`config.mk`:
```
export PLATFORM = sky130hd
export DESIGN_NAME = i2c_cmd_seq
export DESIGN_NICKNAME = d
export VERILOG_FILES = /design/src/rtl/i2cs_pkg.sv /design/src/rtl/i2cs_fifo.sv /design/src/rtl/i2cs_en_sync.sv /design/src/rtl/i2cs_seq_fsm.sv /design/src/rtl/i2c_cmd_seq.sv
export SDC_FILE = /design/constraint.sdc
export NUM_CORES = 1
export LEC_CHECK = 0
export BUFFER_PORTS_ARGS = -buffer_cell sky130_fd_sc_hd__buf_2
export CORE_ASPECT_RATIO = 2
export CORE_MARGIN = 3
export CORE_UTILIZATION = 60
export CTS_CLUSTER_DIAMETER = 120
export CTS_CLUSTER_SIZE = 30
export DETAILED_ROUTE_END_ITERATION = 6
export PLACE_DENSITY = 0.82
export SYNTH_ARGS = -nofsm -noshare
export SYNTH_HDL_FRONTEND = slang
export SYNTH_SLANG_ARGS = --single-unit
```
`constraint.sdc`:
```
create_clock -name clk -period 9.9 [get_ports clk]
set_clock_uncertainty 0.1 [all_clocks]
set_input_delay 0.495 -clock clk [delete_from_list [all_inputs] [get_ports clk]]
set_output_delay 0.495 -clock clk [all_outputs]
set_load 0.01 [all_outputs]
```
`src/rtl/i2cs_pkg.sv`:
```
package i2cs_pkg;
  localparam int CMD_W   = 11;
  localparam int TGT_W   = 13;
  localparam int TEN_SEL = 12;
  localparam int ABRT_W  = 13;

  // abort cause positions
  localparam int AB_A7   = 0;
  localparam int AB_A10H = 1;
  localparam int AB_A10L = 2;
  localparam int AB_DATA = 3;
  localparam int AB_OFF  = 11;
  localparam int AB_ARB  = 12;

  typedef enum logic [2:0] {
    P_START  = 3'd0,
    P_RSTART = 3'd1,
    P_ADDR   = 3'd2,
    P_WRITE  = 3'd3,
    P_READ   = 3'd4,
    P_STOP   = 3'd5
  } prim_op_e;

  typedef struct packed {
    logic       rs;
    logic       stp;
    logic       rd;
    logic [7:0] dat;
  } cmd_t;

  // stage 0: first address byte, 1: low 10-bit byte, 2: 10-bit read header
  function automatic logic [7:0] addr_byte(input logic [TGT_W-1:0] tgt,
                                           input logic [1:0] stage,
                                           input logic rd);
    logic [7:0] b;
    case (stage)
      2'd0:    b = tgt[TEN_SEL] ? {5'b11110, tgt[9:8], 1'b0} : {tgt[6:0], rd};
      2'd1:    b = tgt[7:0];
      default: b = {5'b11110, tgt[9:8], 1'b1};
    endcase
    return b;
  endfunction

  function automatic int unsigned ptr_next(input int unsigned p, input int unsigned depth);
    return (p == depth - 1) ? 0 : p + 1;
  endfunction
endpackage

```
`src/rtl/i2cs_fifo.sv`:
```
module i2cs_fifo #(
  parameter int DW    = 8,
  parameter int DEPTH = 4
) (
  input  logic                         clk,
  input  logic                         rst_n,
  input  logic                         flush,
  input  logic                         push,
  input  logic [DW-1:0]                wdata,
  input  logic                         pop,
  output logic [DW-1:0]                rdata,
  output logic [$clog2(DEPTH+1)-1:0]   level,
  output logic                         full,
  output logic                         empty
);
  localparam int AW = (DEPTH > 1) ? $clog2(DEPTH) : 1;
  localparam int LW = $clog2(DEPTH+1);

  logic [DW-1:0] mem [DEPTH];
  logic [AW-1:0] wr_q, rd_q;
  logic          do_push, do_pop;

  assign full    = (level == LW'(DEPTH));
  assign empty   = (level == '0);
  assign do_pop  = pop && !empty;
  assign do_push = push && (!full || do_pop);
  assign rdata   = mem[rd_q];

  always_ff @(posedge clk) begin
    if (do_push && !flush) mem[wr_q] <= wdata;
  end

  always_ff @(posedge clk or negedge rst_n) begin
    if (!rst_n) begin
      wr_q  <= '0;
      rd_q  <= '0;
      level <= '0;
    end else if (flush) begin
      wr_q  <= '0;
      rd_q  <= '0;
      level <= '0;
    end else begin
      if (do_push) wr_q <= AW'(i2cs_pkg::ptr_next(int'(wr_q), DEPTH));
      if (do_pop)  rd_q <= AW'(i2cs_pkg::ptr_next(int'(rd_q), DEPTH));
      level <= level + LW'(do_push) - LW'(do_pop);
    end
  end

  AST_NO_OVERFLOW: assert property (@(posedge clk) disable iff (!rst_n)
    (push && full && !pop && !flush) |=> $stable(level));
  AST_FLUSH_EMPTIES: assert property (@(posedge clk) disable iff (!rst_n)
    flush |=> (level == '0));
endmodule

```
`src/rtl/i2cs_en_sync.sv`:
```
module i2cs_en_sync #(
  parameter int DLY = 4
) (
  input  logic clk,
  input  logic rst_n,
  input  logic enable,
  input  logic busy,
  output logic en_status
);
  logic stage_out;

  generate
    if (DLY <= 1) begin : g_single
      logic s_q;
      always_ff @(posedge clk or negedge rst_n) begin
        if (!rst_n) s_q <= 1'b0;
        else        s_q <= enable;
      end
      assign stage_out = s_q;
    end else begin : g_chain
      logic [DLY-1:0] s_q;
      always_ff @(posedge clk or negedge rst_n) begin
        if (!rst_n) s_q <= '0;
        else        s_q <= {s_q[DLY-2:0], enable};
      end
      assign stage_out = s_q[DLY-1];
    end
  endgenerate

  always_ff @(posedge clk or negedge rst_n) begin
    if (!rst_n)         en_status <= 1'b0;
    else if (stage_out) en_status <= 1'b1;
    else if (!busy)     en_status <= 1'b0;
  end

  AST_EN_WAITS_IDLE: assert property (@(posedge clk) disable iff (!rst_n)
    $fell(en_status) |-> $past(!busy));
endmodule

```
`src/rtl/i2cs_seq_fsm.sv`:
```
module i2cs_seq_fsm
  import i2cs_pkg::*;
(
  input  logic                clk,
  input  logic                rst_n,
  input  logic                enable,
  input  logic                en_live,
  input  logic [TGT_W-1:0]    tgt_addr,
  input  cmd_t                head,
  input  logic                tx_has,
  input  logic                rx_full,
  input  logic                prim_done,
  input  logic                prim_nack,
  input  logic                prim_arb_lost,
  output logic                prim_req,
  output logic [2:0]          prim_op,
  output logic [7:0]          prim_byte,
  output logic                tx_pop,
  output logic                rx_push,
  output logic [ABRT_W-1:0]   abort_set,
  output logic                xfer_begin,
  output logic                busy,
  output logic                hold
);
  typedef enum logic [3:0] {
    S_IDLE, S_HOLD, S_START, S_RSTART, S_A1, S_A2, S_RS10, S_A3, S_DATA, S_STOP
  } st_e;

  st_e             st_q, st_d;
  logic            rd_q, rd_d;
  logic [TGT_W-1:0] tgt_q;
  logic            ten, can_go, dir_flip, fin;

  assign ten      = tgt_q[TEN_SEL];
  assign can_go   = tx_has && !(head.rd && rx_full);
  assign dir_flip = head.rs || (head.rd != rd_q);
  assign fin      = prim_req && prim_done;
  assign busy     = (st_q != S_IDLE);
  assign hold     = (st_q == S_HOLD);
  assign tx_pop   = fin && (st_q == S_DATA);
  assign rx_push  = fin && (st_q == S_DATA) && head.rd && !prim_arb_lost;

  // primitive presented to the bit engine
  always_comb begin
    prim_req  = 1'b1;
    prim_op   = P_START;
    prim_byte = 8'h00;
    case (st_q)
      S_START:          prim_op = P_START;
      S_RSTART, S_RS10: prim_op = P_RSTART;
      S_A1: begin prim_op = P_ADDR; prim_byte = addr_byte(tgt_q, 2'd0, rd_q); end
      S_A2: begin prim_op = P_ADDR; prim_byte = addr_byte(tgt_q, 2'd1, rd_q); end
      S_A3: begin prim_op = P_ADDR; prim_byte = addr_byte(tgt_q, 2'd2, rd_q); end
      S_DATA: begin
        if (head.rd) begin
          prim_op   = P_READ;
          prim_byte = {7'd0, head.stp};
        end else begin
          prim_op   = P_WRITE;
          prim_byte = head.dat;
        end
      end
      S_STOP:  prim_op = P_STOP;
      default: prim_req = 1'b0;
    endcase
  end

  // abort causes from the completed primitive
  always_comb begin
    abort_set = '0;
    if (fin) begin
      if (prim_arb_lost) abort_set[AB_ARB] = 1'b1;
      else if (prim_nack) begin
        case (st_q)
          S_A1:    if (ten) abort_set[AB_A10H] = 1'b1; else abort_set[AB_A7] = 1'b1;
          S_A2:    abort_set[AB_A10L] = 1'b1;
          S_A3:    abort_set[AB_A10H] = 1'b1;
          S_DATA:  if (!head.rd) abort_set[AB_DATA] = 1'b1;
          default: ;
        endcase
      end
    end
  end

  always_comb begin
    st_d       = st_q;
    rd_d       = rd_q;
    xfer_begin = 1'b0;
    case (st_q)
      S_IDLE: if (enable && en_live && can_go) begin
        st_d       = S_START;
        rd_d       = head.rd;
        xfer_begin = 1'b1;
      end
      S_HOLD: begin
        if (!enable) st_d = S_STOP;
        else if (can_go) begin
          st_d = dir_flip ? S_RSTART : S_DATA;
          rd_d = head.rd;
        end
      end
      default: if (fin) begin
        if (prim_arb_lost)   st_d = S_IDLE;
        else if (|abort_set) st_d = S_STOP;
        else begin
          case (st_q)
            S_START, S_RSTART: st_d = S_A1;
            S_A1:   st_d = ten ? S_A2 : S_DATA;
            S_A2:   st_d = rd_q ? S_RS10 : S_DATA;
            S_RS10: st_d = S_A3;
            S_A3:   st_d = S_DATA;
            S_DATA: st_d = head.stp ? S_STOP : S_HOLD;
            default: st_d = S_IDLE;
          endcase
        end
      end
    endcase
  end

  always_ff @(posedge clk or negedge rst_n) begin
    if (!rst_n) begin
      st_q  <= S_IDLE;
      rd_q  <= 1'b0;
      tgt_q <= '0;
    end else begin
      st_q <= st_d;
      rd_q <= rd_d;
      if (xfer_begin) tgt_q <= tgt_addr;
    end
  end

  AST_ARB_NO_STOP: assert property (@(posedge clk) disable iff (!rst_n)
    (fin && prim_arb_lost) |=> !prim_req);
  AST_NACK_STOP: assert property (@(posedge clk) disable iff (!rst_n)
    (fin && prim_nack && !prim_arb_lost && (st_q inside {S_A1, S_A2, S_A3}))
      |=> (prim_req && prim_op == P_STOP));
  AST_HOLD_QUIET: assert property (@(posedge clk) disable iff (!rst_n)
    (hold && !tx_has && enable) |=> !prim_req);
endmodule

```
`src/rtl/i2c_cmd_seq.sv`:
```
module i2c_cmd_seq
  import i2cs_pkg::*;
#(
  parameter int TX_DEPTH = 8,
  parameter int RX_DEPTH = 4,
  parameter int EN_DLY   = 4
) (
  input  logic                            clk,
  input  logic                            rst_n,
  input  logic                            enable,
  input  logic [12:0]                     tgt_addr,
  input  logic                            cmd_push,
  input  logic [10:0]                     cmd_word,
  input  logic                            rx_pop,
  output logic [7:0]                      rx_data,
  output logic [$clog2(TX_DEPTH+1)-1:0]   tx_level,
  output logic [$clog2(RX_DEPTH+1)-1:0]   rx_level,
  output logic                            en_status,
  output logic                            activity,
  output logic                            scl_hold,
  output logic [12:0]                     abort_src,
  output logic                            prim_req,
  output logic [2:0]                      prim_op,
  output logic [7:0]                      prim_byte,
  input  logic                            prim_done,
  input  logic                            prim_nack,
  input  logic                            prim_arb_lost,
  input  logic [7:0]                      prim_rdata
);
  logic              tx_push, tx_pop, tx_full, tx_empty;
  logic              rx_push, rx_full, rx_empty;
  logic [CMD_W-1:0]  head_raw;
  cmd_t              head;
  logic [ABRT_W-1:0] fsm_abort, abort_all;
  logic              xfer_begin, flush, off_push;

  assign off_push = cmd_push && !en_status;
  assign tx_push  = cmd_push && en_status;
  assign head     = cmd_t'(head_raw);

  always_comb begin
    abort_all = fsm_abort;
    if (off_push) abort_all[AB_OFF] = 1'b1;
  end
  assign flush = |abort_all;

  i2cs_fifo #(.DW(CMD_W), .DEPTH(TX_DEPTH)) u_txq (
    .clk(clk), .rst_n(rst_n), .flush(flush),
    .push(tx_push), .wdata(cmd_word), .pop(tx_pop), .rdata(head_raw),
    .level(tx_level), .full(tx_full), .empty(tx_empty)
  );

  i2cs_fifo #(.DW(8), .DEPTH(RX_DEPTH)) u_rxq (
    .clk(clk), .rst_n(rst_n), .flush(flush),
    .push(rx_push), .wdata(prim_rdata), .pop(rx_pop), .rdata(rx_data),
    .level(rx_level), .full(rx_full), .empty(rx_empty)
  );

  i2cs_en_sync #(.DLY(EN_DLY)) u_en (
    .clk(clk), .rst_n(rst_n), .enable(enable), .busy(activity), .en_status(en_status)
  );

  i2cs_seq_fsm u_fsm (
    .clk(clk), .rst_n(rst_n), .enable(enable), .en_live(en_status),
    .tgt_addr(tgt_addr), .head(head), .tx_has(!tx_empty), .rx_full(rx_full),
    .prim_done(prim_done), .prim_nack(prim_nack), .prim_arb_lost(prim_arb_lost),
    .prim_req(prim_req), .prim_op(prim_op), .prim_byte(prim_byte),
    .tx_pop(tx_pop), .rx_push(rx_push), .abort_set(fsm_abort),
    .xfer_begin(xfer_begin), .busy(activity), .hold(scl_hold)
  );

  always_ff @(posedge clk or negedge rst_n) begin
    if (!rst_n)          abort_src <= '0;
    else if (xfer_begin) abort_src <= abort_all;
    else                 abort_src <= abort_src | abort_all;
  end

  AST_FLUSH_BOTH: assert property (@(posedge clk) disable iff (!rst_n)
    flush |=> (tx_level == '0 && rx_level == '0));
  AST_OFF_DROP: assert property (@(posedge clk) disable iff (!rst_n)
    off_push |=> (abort_src[AB_OFF] && tx_level == '0));
  AST_BEGIN_CLEARS: assert property (@(posedge clk) disable iff (!rst_n)
    xfer_begin |=> (abort_src == '0));
endmodule

```
== After elaboration in Yosys (flattened, before gate mapping) ==
Memories as Yosys holds them, arrays and structs flattened.
Index checks and enable logic that the tools add are counted.
Storage, ports and cells
  bits in registers: 53
  bits in writable memories: 120
  input port bits: 40
  output and inout bits: 43
  logic and storage cells: 147
  memories kept: 2
Memory list
  u_txq.mem: words 8, bits a word 11, read ports 1, clocked after Yosys merged registers in 0, write ports 1, line i2cs_fifo.sv:19  | logic [DW-1:0] mem [DEPTH];
  u_rxq.mem: words 4, bits a word 8, read ports 1, clocked after Yosys merged registers in 0, write ports 1, line i2cs_fifo.sv:19
Operators by class
  add/sub/neg operators: 8
  equality and inequality tests: 21
  multiplexer cells: 58
  bitwise logic cells: 1
  reductions and logical operators: 45
Operators by type and width (number)
  two-way mux 4 bit: 14
  case mux 8 bit (4 select lines): 1
  two-way mux 3 bit: 8
  case mux 4 bit (6 select lines): 1
  two-way mux 1 bit: 21
  equality test 4 x 3 -> 1 bit, second input constant: 4
  logical AND 1 bit: 16
  two-way mux 8 bit: 2
  two-way mux 13 bit: 1
  bitwise OR 13 bit: 1
  equality test 4 bit, second input constant: 3
  two-way mux 2 bit: 6
  case mux 3 bit (4 select lines): 1
  nonzero test 2 bit: 5
  equality test 3 bit, second input constant: 3
  equality test 4 x 2 -> 1 bit, second input constant: 2
  zero test 1 bit: 8
  zero test 4 bit: 2
  case mux 4 bit (2 select lines): 1
  OR reduction 8 bit: 1
  adder 3 x 1 -> 3 bit, second input constant: 2
  OR reduction 6 bit: 1
  OR reduction 5 bit: 1
  adder 2 x 1 -> 2 bit, second input constant: 2
  other kinds (19): 26

== Logic depth before layout (Yosys ltp) ==
Gate-level depths: netlist of run 1.
  word-level depth: 11
  depth in mapped cells: 12
  gate-level depth less buffers: 11

== Hierarchy ==
A second synthesis of run 1 with hierarchy kept.
Unflattened totals
  cell total of the unflattened synthesis: 504
  area total of the unflattened synthesis: 7806.2 um^2
Modules (own cells, without submodules)
  i2cs_fifo at u_txq: times used 1, cells an instance 213, area each 4082.7 um^2, seq. area each 2892.8 um^2
  i2cs_fifo at u_rxq: times used 1, cells an instance 87, area each 1634.1 um^2, seq. area each 1136.1 um^2
  i2cs_seq_fsm: times used 1, cells an instance 161, area each 1460.2 um^2, seq. area each 400.4 um^2
  i2c_cmd_seq: times used 1, cells an instance 37, area each 496.7 um^2, seq. area each 325.3 um^2
  i2cs_en_sync: times used 1, cells an instance 6, area each 132.6 um^2, seq. area each 125.1 um^2

== Least setup slack after synthesis of run 1 ==
OpenSTA, ideal clock, no wires.
  kind: register to register
  start: reg u_fsm.st_q[0]
  end: mem u_txq.mem[5][0] (netlist name), enable pin
  library setup time: 0.412 ns
  data arrival time: 3.097 ns
  required time: 9.388 ns
  setup slack: 6.291 ns
  stages on the path, launching flop included: 10
  path buffers: 2
  clock period less this slack: 3.609 ns
  cells stage by stage: dfrtp_1 -> buf_2 -> nor4b_4 -> nand2_1 -> or2_2 -> clkbuf_2 -> a31o_2 -> inv_1 -> nand2_1 -> nor4b_1
On the way
  word-level cells in the longest chain between the ends: 11
  elaborated cells on any way between the ends: 28
  classes of those cells: eq/ne (8); mux (11); reduce/logical (9)
Ends and longest elaborated chain
  from (decl): line i2cs_seq_fsm.sv:29  | st_e st_q, st_d;
  from (signal assigned): line i2cs_seq_fsm.sv:126  | st_q <= st_d;
  parallel branches: the longest is 8 deep, another holds OR reduction 6 bit
  logical AND 1 bit *: line i2cs_fifo.sv:30  | if (do_push && !flush) mem[wr_q] <= wdata;
  two-way mux 1 bit *: line i2cs_fifo.sv:30
  two-way mux 1 bit (implied by the code) *: line i2cs_fifo.sv:30
  to (decl): line i2cs_fifo.sv:19
Every way passes the cells marked *.

== Worst setup path after layout of run 1 ==
  start: reg u_txq.rd_q[1]
  end: mem u_rxq.mem[0][2], enable pin
On the way
  word-level cells in the longest chain between the ends: 11
  elaborated cells on any way between the ends: 14
  classes of those cells: mux (7); reduce/logical (6); memory (1)
Ends and longest elaborated chain
  from (decl): line i2cs_fifo.sv:20  | logic [AW-1:0] wr_q, rd_q;
  from (signal assigned): line i2cs_fifo.sv:44  | if (do_pop) rd_q <= AW'(i2cs_pkg::ptr_next(int'(rd_q), DEPTH));
  memory (8 x 11 bit) *
  two-way mux 1 bit: line i2cs_seq_fsm.sv:78  | S_DATA: if (!head.rd) abort_set[AB_DATA] = 1'b1;
  two-way mux 1 bit: line i2cs_seq_fsm.sv:74  | case (st_q)
  two-way mux 4 bit: line i2cs_seq_fsm.sv:73  | else if (prim_nack) begin
  two-way mux 4 bit: line i2cs_seq_fsm.sv:72  | if (prim_arb_lost) abort_set[AB_ARB] = 1'b1;
  two-way mux 4 bit: line i2cs_seq_fsm.sv:71  | if (fin) begin
  OR reduction 6 bit: line i2c_cmd_seq.sv:45  | assign flush = |abort_all;
  zero test 1 bit: line i2cs_fifo.sv:30
  logical AND 1 bit *: line i2cs_fifo.sv:30
  two-way mux 1 bit *: line i2cs_fifo.sv:30
  two-way mux 1 bit (implied by the code) *: line i2cs_fifo.sv:30
  to (decl): line i2cs_fifo.sv:19
Every way passes the cells marked *; elsewhere a longest branch is shown, timed or not.

==> impl_metrics.toml, run 1 <==
[final_layout]
multi_input_area_mm2 = 0.00238
drive_above_1_share_pct = 28.4
post-route-util_pct = 71.2
fillers = 769
register_area_mm2 = 0.00470
antenna_cells = 0
nets = 625
stdcell_area_mm2 = 0.00838
synthToLayoutAreaGrowth_pct = 15.9

[flow_run]
maxCapViolations = 0

[global_routing]
grt_pass1_vias = 4812
grt_pass1_wl_um = 24800
grt_start_max_net_pins = 45
antenna_found_initial = 0
track_usage_pct = 24.4
overflow = 0

[sta]
timing.final.ws_setup_ns = 6.05
maxSlewHeadroom_pct = 23.8
tns_ns = 0
finalCritPeriodShare_pct = 38.9
slew_viol_final = 0
max_freq_mhz = 260
rsz0062_at_grt = "no"
timing.final.crit_period_ns = 3.85
setup_viol_count_final = 0
final-hold-violation-count = 0
worstMarginPinSlew_ns = 1.14

[clock_network]
clk_path_buf_depth = 2
clkLatencyLatePin_ns = 0.43
cts_buffers = 17
cts_hold_buf = 0
post_cts_buffers = 0
root_buffer = "clkbuf_16"
post_cts_resized = 0
clock-sinks = 164
htree_levels = 4
clk_pin_slew_ns = 0.07
cts_tree = "built"

[routing]
vias = 4473
wirelength_um = 15500
drc = 0
wl_per_cell_um = 21.4
avgViaCountPerCell = 6.17
drtPass1Iterations = 6
drt_iter0_markers = 343
antenna_left = 0

[worst_setup_path]
critical_path_class = "register to register"
startpoint_type = "register"
cp.required_ns = 9.87
reg2reg_slack_ns = 6.05
cp.buffers_inverters = 0
cp_top_family = "simple AND/OR/NAND/NOR gates"
critPathSlowestCell = "dfrtp_1"
worstSetupEndpointType = "register"
path_cells = "nor2_1 > a2bb2o_4 > nor2_1 > o2111ai_1 > nor2_1 > and2_1"
crit_arrival_ns = 3.82
crit_top_cell = "nor2_1"
cpPeakStageDelay_ns = 1.10
worstPathMaxFanout = 26

[synthesis]
synthCells = 490
synthTopCellsByArea = "edfxtp_1 50%, dfrtp_1 15%, mux4_2 8.7%"
yosys_most_used_dff = "edfxtp_1"
synth_top_cell_area_share_pct = 49.9
synth_seq_cells = 164
syn_area_per_cell_um2 = 14.7
synth.cell_area_mm2 = 0.00723
synthAdderAreaFrac_pct = 3.32
yosys_warnings = 0
seq_area_frac_synth_pct = 65.1
synth_edf_count = 120
ys_types = 54
yosys.area.top_type = "edfxtp_1"
muxShareOfSynthArea_pct = 12.6
synth-simple-area-share_pct = 9.64
synthXorXnorAreaFrac_pct = 0.606
async_flop_share_pct = 26.8
synth_top_family_by_area = "multiplexers"
synth_compound_area_share_pct = 5.77

[die]
dieWidth_um = 83.6
ioPinCount = 83
core_mm2 = 0.0118
die_area_mm2 = 0.0135
initial_utilization_pct = 61.4
rows = 56
fp.dieH_um = 161

[hold_path]
min_path_type = "input pin to asynchronous set/reset pin"

[power_and_ir_drop]
power_mw = 2.34
p_leak_nw = 3.19
powerDensity_mw_per_mm2 = 279
max-vdd-ir-drop_mv = 0.260

[placement]
post_dp_cell_area_mm2 = 0.00776
hpwl_um = 10700
post-place-ws_ns = 6.11
gp_congestion = 0.891
portBuffers = 73

[status]
run_status = "finished, final reports clean"
[worst reg2reg max path: stages, from the launching register on]
cell and delay (ns):
dfrtp_1 1.10, nor2_1 0.16, a2bb2o_4 0.26, nor2_1 0.35, o2111ai_1 0.64, nor2_1 0.41
and2_1 0.47
[metal layers]
layer  vias up  share of wire [%]  track usage (%)
met5         -                  0                0
met4         0                4.7             13.6
met3        65                5.0             5.46
met2       208                 57             45.3
met1      2216                 33             24.5
li1       1984                  -                -
[metrics by stage]
| step | hold WS, ns | instances |
|---|---|---|
| floorplan | 0.0994 | 496 |
| global placement | 0.236 | 693 |
| detailed placement | 0.236 | 693 |
| CTS | 0.133 | 725 |
| global route | 0.145 | 725 |
| finish | 0.143 | 725 |
[report_power, final]
| group | total (mW) | internal, mW | switching, mW |
|---|---|---|---|
| logic | 0.676 | 0.310 | 0.367 |
| registers | 0.978 | 0.851 | 0.127 |
| clock network | 0.682 | 0.405 | 0.276 |
| total | 2.34 | 1.57 | 0.770 |
[registers in the layout, indices dropped and copies added (netlist names)]
register and cells:
u_fsm.tgt_q 11, u_fsm.rd_q 1, u_rxq.level 3, u_rxq.wr_q 2, u_rxq.rd_q 2, u_rxq.mem 32, u_txq.level 4, u_txq.wr_q 3
u_en.g_chain.s_q 4, abort_src 6, u_txq.rd_q 3, u_en.en_status 1, u_fsm.st_q 4, u_txq.mem 88
[final cells by class]
class	count	area share, %
Clock buffer	18	5.12
Timing Repair Buffer	82	5.17
Inverter	17	0.762
Multi-Input combinational cell	285	28.4
Clock inverter	14	2.26
Tap cell	145	2.17
Sequential cell	164	56.2
[cells by family (layout without fill, tap and decap cells)]
logic type / Yosys count / count (layout)
AND/OR/NAND/NOR: 139 / 139
XOR/XNOR: 5 / 5
AO/OA/AOI/OAI: 62 / 62
buffers and inverters: 47 / 131
adder cells (fa/ha/maj): 18 / 18
flip-flops: 164 / 164
multiplexers: 54 / 54
other: 1 / 7
[cells in the final DEF, fill, tap and decap left out, drive strengths merged, types with 3 or more instances in the layout]
cell type / count
mux4: 28
nor4b: 3
buf: 82
a31oi: 3
nand3: 6
or2: 4
nor2: 35
nor4: 5
mux2i: 16
a21oi: 18
xnor2: 5
clkbuf: 18
nand2: 45
o221ai: 4
conb: 7
mux2: 10
o21ai: 16
nor3b: 3
nor2b: 3
dfrtp: 44
nor3: 7
and2: 10
or3: 5
inv: 25
bufinv: 3
nand2b: 7
a22o: 3
edfxtp: 120
ha: 16
[cell usage after synthesis, types with 2 or more instances]
library cell and number:
a21o_1 2, a21oi_1 18, a222oi_1 2, a22o_1 3, a22oi_1 2, a31o_2 2, a31oi_1 3, and2_1 10
and3_1 2, buf_1 2, buf_2 5, buf_4 8, clkbuf_1 14, dfrtp_1 44, edfxtp_1 120, fa_1 2
ha_1 16, inv_1 17, mux2_2 9, mux2i_1 16, mux4_2 28, nand2_1 45, nand2b_1 7, nand3_1 6
nor2_1 35, nor2b_1 3, nor3_1 7, nor3b_1 3, nor4_1 4, nor4b_1 2, o21ai_0 16, o221ai_1 4
o22ai_1 2, or2_2 3, or3_1 4, or4_1 2, xnor2_1 5
[path summary, 6_finish.rpt]
check	start	endpoint	depth (start not counted)
worst min register to register	u_en.g_chain.s_q[1]	u_en.g_chain.s_q[2]	0
min in group clk	enable	u_en.g_chain.s_q[0]	1
worst min-delay path	rst_n	u_fsm.tgt_q[2]	1
max in group asynchronous	rst_n	u_txq.wr_q[1]	1
worst max-delay path	u_txq.rd_q[1]	u_rxq.mem[0][2]	6
worst max register to register	u_txq.rd_q[1]	u_rxq.mem[0][2]	6
Note: power is estimated with default switching activity, not from simulation.
==> run 2, diff against run 1 <==
--- a/config.mk
+++ b/config.mk
@@ -8,11 +8,11 @@
 export BUFFER_PORTS_ARGS = -buffer_cell sky130_fd_sc_hd__buf_2
 export CORE_ASPECT_RATIO = 2
 export CORE_MARGIN = 3
-export CORE_UTILIZATION = 60
+export CORE_UTILIZATION = 58
 export CTS_CLUSTER_DIAMETER = 120
 export CTS_CLUSTER_SIZE = 30
 export DETAILED_ROUTE_END_ITERATION = 6
-export PLACE_DENSITY = 0.82
+export PLACE_DENSITY = 0.79
 export SYNTH_ARGS = -nofsm -noshare
 export SYNTH_HDL_FRONTEND = slang
 export SYNTH_SLANG_ARGS = --single-unit
==> constraint.sdc (replaced) <==
create_clock -name clk -period 4 [get_ports clk]
set_clock_uncertainty 0.1 [all_clocks]
set_input_delay 0.2 -clock clk [delete_from_list [all_inputs] [get_ports clk]]
set_output_delay 0.2 -clock clk [all_outputs]
set_load 0.01 [all_outputs]
==> run 2 against run 1 <==
Combinational power rose to 2.7 times the previous value. Global-route usage down 0.21 points. Via count up 2.8%. Register-to-register slack worse by 5.2 ns. Highest routed layer unchanged. Setup slack worse by 5.2 ns. First-iteration DRC count up 8.5%.
==> impl_metrics.toml, run 2 (synthesis gave the netlist of run 1 again) <==
[worst_setup_path]
critical_path_class = "register to output pin"
startpoint_type = "register"
path_cells = "mux2_2 > o22ai_1 > o21ai_0 > buf_4 > o21ai_0 > buf_2"
crit_arrival_ns = 2.86
cp_top_family = "compound AO/OA/AOI/OAI gates"
cpPeakStageDelay_ns = 0.61
critPathSlowestCell = "dfrtp_1"
cp.required_ns = 3.70
worstSetupEndpointType = "output pin"
crit_top_cell = "o21ai_0"
cp.buffers_inverters = 2
worstPathMaxFanout = 10

[sta]
worstMarginPinSlew_ns = 1.02
finalCritPeriodShare_pct = 79.0
timing.final.crit_period_ns = 3.16
max_freq_mhz = 317
rsz0062_at_grt = "no"
final-hold-violation-count = 0
setup_viol_count_final = 0
slew_viol_final = 0
whs_ns = 0.0546
tns_ns = 0
maxSlewHeadroom_pct = 31.8

[die]
core_mm2 = 0.0122
dieWidth_um = 84.9
rows = 57
ioPinCount = 83
initial_utilization_pct = 59.3
die_area_mm2 = 0.0139
fp.dieH_um = 164

[global_routing]
antenna_found_initial = 0
grt_pass1_wl_um = 24900
overflow = 0
grt_start_max_net_pins = 45
track_usage_pct = 24.1
grt_pass1_vias = 4823

[final_layout]
drive_above_1_share_pct = 28.1
regMostFlops = "u_txq.mem"
largest_register_ffs = 88
fillers = 766
nets = 665
layout_commonest_cell = "edfxtp_1"
antenna_cells = 0
fin_cells = 767
synthToLayoutAreaGrowth_pct = 20.5
reg_top3 = "u_txq.mem: 88 flops, u_rxq.mem: 32 flops, u_fsm.tgt_q: 11 flops"
post-route-util_pct = 71.4
final_cell_mix = "120 x edfxtp_1, 73 x buf_2, 45 x nand2_1"

[routing]
drtPass1Iterations = 6
drt_iter0_markers = 372
avgViaCountPerCell = 5.99
vias = 4598
drc = 0
wl_per_cell_um = 20.9
wirelength_um = 16000
antenna_left = 0

[power_and_ir_drop]
max-vdd-ir-drop_mv = 0.497
powerDensity_mw_per_mm2 = 662
p_leak_nw = 3.36
power_mw = 5.76

[clock_network]
cts_hold_buf = 32
clock-sinks = 164
clk_path_buf_depth = 2
root_buffer = "clkbuf_16"
cts_buffers = 17
post_cts_resized = 0
clk_pin_slew_ns = 0.07
post_cts_buffers = 0
htree_levels = 4
cts_tree = "built"
clkLatencyLatePin_ns = 0.43

[placement]
hpwl_um = 11000
gp_congestion = 0.874
placed_cells = 703
portBuffers = 73

[flow_run]
maxCapViolations = 0

[hold_path]
min_path_type = "input pin to register"

[status]
run_status = "finished, final reports clean"
-- run 2: cell count changes in the layout (fill, tap and decap cells not counted), moves of 2 or more --
cell	previous run	this run
inv_8	2	4
bufinv_16	3	1
buf_4	9	17
dlygate4sd3_1	0	32
-- run 2: routing by layer --
layer | vias up | wire length (um) | track usage (%)
li1 | 2070 | - | -
met1 | 2284 | 5400 | 25.2
met2 | 194 | 9210 | 45.4
met3 | 50 | 846 | 4.72
met4 | 0 | 550 | 11.5
met5 | - | 0 | 0
-- run 2: final timing paths --
kind / start / to / slack, ns / cells after the start
setup / recovery: u_txq.rd_q[0] / prim_byte[5] / 0.84 / 6
hold / removal: prim_arb_lost / abort_src[12] / 0.05 / 3
setup reg to reg: u_fsm.st_q[3] / u_txq.mem[7][4] / 0.87 / 8
hold reg to reg: u_en.g_chain.s_q[1] / u_en.g_chain.s_q[2] / 0.26 / 0
max in group asynchronous: rst_n / u_rxq.level[2] / 2.77 / 2
min in group asynchronous: rst_n / u_en.g_chain.s_q[2] / 0.39 / 2
-- run 2: power by group --
| part | total [mW] | internal, mW | switching, mW | leakage [nW] |
|---|---|---|---|---|
| Sequential | 2.36 | 2.11 | 0.258 | 1.64 |
| Combinational | 1.80 | 0.810 | 0.991 | 1.43 |
| Clock | 1.60 | 0.886 | 0.710 | 0.288 |
-- run 2: final cells by class --
cell class	instances	area (um2)	share of cell area [%]
multi-input cells	285	2360	27.1
flip-flops and latches	164	4700	54.0
clock inverters	15	158	1.81
repair buffers	122	813	9.34
well taps	147	184	2.11
inverters	17	63.8	0.733
clock buffers	17	425	4.89
-- run 2: tightest hold or removal path, stage by stage --
cell and delay [ns]:
buf_2 0.16, nand2_1 0.12, nand2_1 0.06
-- run 2: metrics by stage --
step                area (um2)  worst slack, ns
floorplan                 7250            0.391
CTS                       8710            0.831
global route              8710            0.726
global placement          7800             1.01
finish                    8710            0.842
detailed placement        7800            0.915
